--- src/rtl/exc_seq_pkg.sv ---
package exc_seq_pkg;

   typedef enum logic [2:0] {
      ST_IDLE      = 3'd0,
      ST_SAVE      = 3'd1,
      ST_FETCH     = 3'd2,
      ST_HANDLER   = 3'd3,
      ST_POP       = 3'd4,
      ST_TAILCHAIN = 3'd5
   } seq_st_e;

   function automatic int max3(input int a, input int b, input int c);
      int m;
      m = (a > b) ? a : b;
      return (m > c) ? m : c;
   endfunction

endpackage

--- src/rtl/exc_seq_phase_cnt.sv ---
module exc_seq_phase_cnt #(
   parameter int CNT_W = 4
) (
   input  logic             clk,
   input  logic             rst_n,
   input  logic             clr_i,
   input  logic             en_i,
   input  logic [CNT_W-1:0] len_m1_i,
   output logic             last_o
);

   logic [CNT_W-1:0] cnt_q;

   always_ff @(posedge clk or negedge rst_n) begin
      if (!rst_n) begin
         cnt_q <= '0;
      end else if (clr_i) begin
         cnt_q <= '0;
      end else if (en_i) begin
         cnt_q <= cnt_q + 1'b1;
      end
   end

   assign last_o = (cnt_q == len_m1_i);

endmodule

--- src/rtl/exc_seq_irq_track.sv ---
module exc_seq_irq_track #(
   parameter int IRQ_W  = 5,
   parameter int PRIO_W = 3
) (
   input  logic              clk,
   input  logic              rst_n,
   input  logic              cap_new_i,
   input  logic              cap_late_i,
   input  logic              cap_orig_i,
   input  logic [IRQ_W-1:0]  req_irq_i,
   input  logic [PRIO_W-1:0] req_prio_i,
   output logic [IRQ_W-1:0]  lat_irq_o,
   output logic [IRQ_W-1:0]  orig_irq_o,
   output logic              more_urgent_o
);

   logic [IRQ_W-1:0]  lat_irq_q,  orig_irq_q;
   logic [PRIO_W-1:0] lat_prio_q, orig_prio_q;

   // Latched request: replaced on a new take, a late arrival or a return to the original.
   always_ff @(posedge clk or negedge rst_n) begin
      if (!rst_n) begin
         lat_irq_q  <= '0;
         lat_prio_q <= '0;
      end else if (cap_new_i || cap_late_i) begin
         lat_irq_q  <= req_irq_i;
         lat_prio_q <= req_prio_i;
      end else if (cap_orig_i) begin
         lat_irq_q  <= orig_irq_q;
         lat_prio_q <= orig_prio_q;
      end
   end

   // Original request: only a take from idle or a chained take sets it.
   always_ff @(posedge clk or negedge rst_n) begin
      if (!rst_n) begin
         orig_irq_q  <= '0;
         orig_prio_q <= '0;
      end else if (cap_new_i) begin
         orig_irq_q  <= req_irq_i;
         orig_prio_q <= req_prio_i;
      end
   end

   assign lat_irq_o     = lat_irq_q;
   assign orig_irq_o    = orig_irq_q;
   assign more_urgent_o = (req_prio_i < lat_prio_q);

endmodule

--- src/rtl/exc_seq_ctrl.sv ---
module exc_seq_ctrl
   import exc_seq_pkg::*;
#(
   parameter int CNT_W     = 4,
   parameter int SAVE_CYC  = 8,
   parameter int FETCH_CYC = 2,
   parameter int POP_CYC   = 8
) (
   input  logic             clk,
   input  logic             rst_n,
   input  logic             req_valid_i,
   input  logic             more_urgent_i,
   input  logic             done_i,
   input  logic             cnt_last_i,
   output seq_st_e          st_o,
   output logic             cap_new_o,
   output logic             cap_late_o,
   output logic             cap_orig_o,
   output logic             cnt_clr_o,
   output logic             cnt_en_o,
   output logic [CNT_W-1:0] len_m1_o,
   output logic             hs_o,
   output logic             late_o,
   output logic             repend_o,
   output logic             preempt_o
);

   seq_st_e st_q, st_d;
   logic    late_q, late_set, late_clr;
   logic    hs_q, hs_set;
   logic    urgent;

   assign urgent = req_valid_i && more_urgent_i;

   always_comb begin
      st_d       = st_q;
      cap_new_o  = 1'b0;
      cap_late_o = 1'b0;
      cap_orig_o = 1'b0;
      cnt_clr_o  = 1'b0;
      cnt_en_o   = 1'b0;
      late_set   = 1'b0;
      late_clr   = 1'b0;
      hs_set     = 1'b0;
      repend_o   = 1'b0;
      unique case (st_q)
         ST_IDLE: begin
            if (req_valid_i) begin
               cap_new_o = 1'b1;
               cnt_clr_o = 1'b1;
               st_d      = ST_SAVE;
            end
         end
         ST_SAVE: begin
            if (urgent) begin
               cap_late_o = 1'b1;
               late_set   = 1'b1;
            end
            if (cnt_last_i) begin
               cnt_clr_o = 1'b1;
               st_d      = ST_FETCH;
            end else begin
               cnt_en_o = 1'b1;
            end
         end
         ST_FETCH: begin
            if (urgent) begin
               cap_late_o = 1'b1;
               late_set   = 1'b1;
               cnt_clr_o  = 1'b1;
            end else if (cnt_last_i) begin
               cnt_clr_o = 1'b1;
               hs_set    = 1'b1;
               st_d      = ST_HANDLER;
            end else begin
               cnt_en_o = 1'b1;
            end
         end
         ST_HANDLER: begin
            if (done_i) begin
               late_clr = 1'b1;
               if (late_q) begin
                  repend_o   = 1'b1;
                  cap_orig_o = 1'b1;
                  st_d       = ST_TAILCHAIN;
               end else if (req_valid_i) begin
                  cap_new_o = 1'b1;
                  st_d      = ST_TAILCHAIN;
               end else begin
                  cnt_clr_o = 1'b1;
                  st_d      = ST_POP;
               end
            end
         end
         ST_TAILCHAIN: begin
            cnt_clr_o = 1'b1;
            st_d      = ST_FETCH;
         end
         ST_POP: begin
            if (cnt_last_i) begin
               st_d = ST_IDLE;
            end else begin
               cnt_en_o = 1'b1;
            end
         end
         default: st_d = ST_IDLE;
      endcase
   end

   always_comb begin
      unique case (st_q)
         ST_SAVE:  len_m1_o = CNT_W'(SAVE_CYC - 1);
         ST_FETCH: len_m1_o = CNT_W'(FETCH_CYC - 1);
         ST_POP:   len_m1_o = CNT_W'(POP_CYC - 1);
         default:  len_m1_o = '0;
      endcase
   end

   always_ff @(posedge clk or negedge rst_n) begin
      if (!rst_n) begin
         st_q   <= ST_IDLE;
         late_q <= 1'b0;
         hs_q   <= 1'b0;
      end else begin
         st_q <= st_d;
         hs_q <= hs_set;
         if (late_set) begin
            late_q <= 1'b1;
         end else if (late_clr) begin
            late_q <= 1'b0;
         end
      end
   end

   assign st_o      = st_q;
   assign hs_o      = hs_q;
   assign late_o    = late_q;
   assign preempt_o = (st_q == ST_HANDLER) && urgent;

endmodule

--- src/rtl/exc_seq.sv ---
module exc_seq
   import exc_seq_pkg::*;
#(
   parameter int IRQ_W     = 5,
   parameter int PRIO_W    = 3,
   parameter int SAVE_CYC  = 8,
   parameter int FETCH_CYC = 2,
   parameter int POP_CYC   = 8
) (
   input  logic              clk,
   input  logic              rst_n,
   input  logic              req_valid_i,
   input  logic [IRQ_W-1:0]  req_irq_i,
   input  logic [PRIO_W-1:0] req_prio_i,
   input  logic              done_i,
   output logic              push_o,
   output logic              pop_o,
   output logic              vec_req_o,
   output logic [IRQ_W-1:0]  vec_irq_o,
   output logic              handler_start_o,
   output logic              late_o,
   output logic              repend_o,
   output logic [IRQ_W-1:0]  repend_irq_o,
   output logic              preempt_o
);

   localparam int MAX_CYC = max3(SAVE_CYC, FETCH_CYC, POP_CYC);
   localparam int CNT_W   = (MAX_CYC < 2) ? 1 : $clog2(MAX_CYC);

   generate
      if (IRQ_W < 1 || PRIO_W < 1) begin : g_bad_width
         $error("exc_seq: IRQ_W and PRIO_W must be at least 1");
      end
      if (SAVE_CYC < 1 || FETCH_CYC < 1 || POP_CYC < 1) begin : g_bad_len
         $error("exc_seq: phase lengths must be at least 1");
      end
   endgenerate

   seq_st_e          st_w;
   logic             cap_new, cap_late, cap_orig;
   logic             cnt_clr, cnt_en, cnt_last;
   logic [CNT_W-1:0] len_m1;
   logic             more_urgent;
   logic [IRQ_W-1:0] lat_irq, orig_irq;

   exc_seq_ctrl #(
      .CNT_W     (CNT_W),
      .SAVE_CYC  (SAVE_CYC),
      .FETCH_CYC (FETCH_CYC),
      .POP_CYC   (POP_CYC)
   ) ctrl_i (
      .clk           (clk),
      .rst_n         (rst_n),
      .req_valid_i   (req_valid_i),
      .more_urgent_i (more_urgent),
      .done_i        (done_i),
      .cnt_last_i    (cnt_last),
      .st_o          (st_w),
      .cap_new_o     (cap_new),
      .cap_late_o    (cap_late),
      .cap_orig_o    (cap_orig),
      .cnt_clr_o     (cnt_clr),
      .cnt_en_o      (cnt_en),
      .len_m1_o      (len_m1),
      .hs_o          (handler_start_o),
      .late_o        (late_o),
      .repend_o      (repend_o),
      .preempt_o     (preempt_o)
   );

   exc_seq_phase_cnt #(
      .CNT_W (CNT_W)
   ) cnt_i (
      .clk      (clk),
      .rst_n    (rst_n),
      .clr_i    (cnt_clr),
      .en_i     (cnt_en),
      .len_m1_i (len_m1),
      .last_o   (cnt_last)
   );

   exc_seq_irq_track #(
      .IRQ_W  (IRQ_W),
      .PRIO_W (PRIO_W)
   ) track_i (
      .clk           (clk),
      .rst_n         (rst_n),
      .cap_new_i     (cap_new),
      .cap_late_i    (cap_late),
      .cap_orig_i    (cap_orig),
      .req_irq_i     (req_irq_i),
      .req_prio_i    (req_prio_i),
      .lat_irq_o     (lat_irq),
      .orig_irq_o    (orig_irq),
      .more_urgent_o (more_urgent)
   );

   assign push_o       = (st_w == ST_SAVE);
   assign pop_o        = (st_w == ST_POP);
   assign vec_req_o    = (st_w == ST_FETCH);
   assign vec_irq_o    = lat_irq;
   assign repend_irq_o = orig_irq;

endmodule

--- config.mk ---
export PLATFORM = sky130hd
export DESIGN_NAME = exc_seq
export DESIGN_NICKNAME = d
export VERILOG_FILES = /design/src/rtl/exc_seq_pkg.sv /design/src/rtl/exc_seq_phase_cnt.sv /design/src/rtl/exc_seq_irq_track.sv /design/src/rtl/exc_seq_ctrl.sv /design/src/rtl/exc_seq.sv
export SDC_FILE = /design/constraint.sdc
export NUM_CORES = 1
export LEC_CHECK = 0
export BUFFER_PORTS_ARGS = -buffer_cell sky130_fd_sc_hd__buf_2
export CAP_MARGIN = 20
export CORE_MARGIN = 1.5
export CORE_UTILIZATION = 45
export DETAILED_ROUTE_END_ITERATION = 16
export PLACE_DENSITY = 0.76
export SLEW_MARGIN = 20
export SYNTH_ARGS = -nofsm -noshare
export SYNTH_HDL_FRONTEND = slang
export SYNTH_SLANG_ARGS = --single-unit
--- constraint.sdc ---
create_clock -name clk -period 2.3 [get_ports clk]
set_input_delay 0.23 -clock clk [delete_from_list [all_inputs] [get_ports clk]]
set_output_delay 0.23 -clock clk [all_outputs]
set_load 0.005 [all_outputs]
==> metrics.txt <==
Hold Vio Cnt, Final 0; Max-cap violations 0; post-synthesis simple-gate area fraction 18.7%; power density over cell area 1340 nW/um2; slew margin rel. 64.8%; share of post-route cells with drive strength above 1 32.7%; row count 20; Worst-Margin Slew 0.529 ns; Pwr Total 2.20 mW; dpl hpwl 2230 um; Post-Syn Instances 136; Tot GR Track Use 19.4%; Clock Tree Buf Depth 2; Crit Path Max Fanout 6; # DRC 0; die area 3560 um2; count leader, synth dfrtp_1; Synth Net Count 151; Synth area leaders dfrtp_1 (42%), mux2_2 (6.2%), a221o_1 (3.5%); PortBufs 28; YS warnings 0; worst skew pair latency 0.31 ns; Final Cycle Share 91.3%; largest area contributor in the netlist dfrtp_1; largest net degree at the start of global routing 25; Worst Path Required 2.07 ns; Hold Slack 0.139 ns; VDD IR max 572 uV; chip height 59.6 um; worst hold-check path type in2reg; initial core utilization 47.3%; Post-synth top cells dfrtp_1 (24), nand2_1 (10), mux2_2 (8); root buffer selected by CTS clkbuf_4; RSZ-0062 raised after global routing no; DR iter-0 viols 55; number of flops mapped to enable cells by yosys 0; worst-case clock skew 0.00466 ns; Post-CTS Setup Bufs 0; ys flop type dfrtp_1; Crit. End Element output pin; final number of max-transition violations 0; largest family of logic cells by synthesized area simple AND/OR/NAND/NOR gates; distinct cell type count after synthesis 48; Reg clk slew, reported paths 0.12 ns; Achievable Freq 0.476 GHz; static leakage 0.756 nW; number of synthesized register bits 24; antenna-violating nets left 0; TritonCTS Sinks 24; Boundary Pins 29; mux contribution to synthesized area 11.3%; P&R area growth vs syn 13.2%; via count 1164; post-route setup TNS 0 ns; CTS resizes 0; final setup vio count 0; Routed WL per cell 14.6 um; fin crit period 2.10 ns; gr ovfl total 0; Synth top area share 41.6%; CTS H-tree depth 1; Synth Area in Adders 3.38%; TritonRoute pass-1 iters 4; vias per cell 5.65; core area 3050 um2; critical path class reg2out; CTS tree built; vias in the first global route 1086; cts bufs inserted 3; Cell Area, Synth 1440 um2; synthesized area per cell 10.6 um2; Compound-Gate Fraction of Synth Area 18.2%; first-pass GRT wire length 5220 um; CP Launch Type register; Synth Area in XOR/XNOR 0.607%; WP data arrival 1.87 ns; asr flop ratio synth 100%; outcome finished, final reports clean; hold buffers post-CTS 1; Die W 59.6 um; initial antenna violation count 0; routability cong. 0.889; share of the yosys chip area belonging to registers 41.6%; Diodes inserted 0; WL final 3000 um; fin nets 179
[layer usage]
layer,up-vias,routed length (um),global-route usage [%]
met4,0,42,6.67
li1,552,-,-
met3,5,115,1.97
met5,-,0,0
met1,568,1270,26.8
met2,39,1570,31.5
[cell families after synthesis]
group / count (synthesis)
buffers and inverters: 17
AOI/OAI and AO/OA: 31
DFF: 24
and+or+nand+nor: 44
muxes: 15
adders and majority gates: 4
xor gates and xnor gates: 1
[worst paths after layout]
check	start	end	slack (ns)	cells after the start
max reg2reg	ctrl_i.st_o[2]$_DFFE_PN0P_	cnt_i.cnt_q[1]$_DFFE_PN0P_	0.30	5
max in group asynchronous	rst_n	cnt_i.cnt_q[2]$_DFFE_PN0P_	1.53	2
min reg2reg	track_i.orig_prio_q[1]$_DFFE_PN0P_	track_i.orig_prio_q[1]$_DFFE_PN0P_	0.52	1
min in group asynchronous	rst_n	ctrl_i.st_o[1]$_DFFE_PN0P_	0.41	2
min	req_irq_i[4]	track_i.lat_irq_o[4]$_DFFE_PN0P_	0.14	3
max	track_i.lat_prio_q[1]$_DFFE_PN0P_	preempt_o	0.20	6
[cell type report]
cell class                      instances  area, um2
Inverter                                8       30.0
Multi-Input combinational cell         95        753
Fill cell                             306       1420
Timing Repair Buffer                   32        173
Sequential cell                        24        601
Tap cell                               44       55.1
Clock buffer                            3       22.5
[flip-flops by register name, summed over array words and instances, names as in the netlist]
register	flops
track_i.lat_irq_o	5
ctrl_i.late_o	1
ctrl_i.st_o	3
ctrl_i.hs_o	1
track_i.lat_prio_q	3
track_i.orig_prio_q	3
cnt_i.cnt_q	3
track_i.orig_irq_o	5
[power by group]
part	switching [mW]	internal [mW]	leakage, nW
clock	0.119	0.0614	0.0138
combinational	0.548	0.608	0.448
sequential	0.238	0.624	0.295
total	0.904	1.29	0.756
[worst max-delay path, cell delays in order (launching register included)]
cell	delay, ns
dfrtp_1	0.38
inv_1	0.05
ha_1	0.25
and2_1	0.18
a211o_1	0.34
nor3_1	0.21
buf_2	0.15
[stage by stage]
| step | instance area (um2) | worst slack (ns) | utilization [%] | std cells |
|---|---|---|---|---|
| 3_3_place_gp | 1600 | 0.394 | 52.5 | 202 |
| 5_1_grt | 1630 | 0.0669 | 53.5 | 206 |
| 3_5_place_dp | 1600 | 0.322 | 52.5 | 202 |
| 4_1_cts | 1630 | 0.203 | 53.5 | 206 |
| 6_report | 1630 | 0.199 | 53.5 | 206 |
| 2_1_floorplan | 1440 | 0.492 | - | 136 |
[cells in the final DEF (no fill, tap or decap), drive strengths merged, types with 2 or more instances in the layout]
cell / netlist / layout
a21oi: 6 / 6
a221o: 5 / 5
and2: 2 / 2
buf: 9 / 31
clkbuf: 0 / 3
dfrtp: 24 / 24
ha: 3 / 3
inv: 8 / 8
mux2: 10 / 10
mux2i: 5 / 5
nand2: 10 / 10
nand2b: 3 / 3
nand4b: 2 / 2
nor2: 6 / 6
nor3: 2 / 2
nor3b: 6 / 6
o21ai: 8 / 8
or2: 2 / 2
or3b: 2 / 2
No activity file was read; power rests on OpenSTA's default activity.
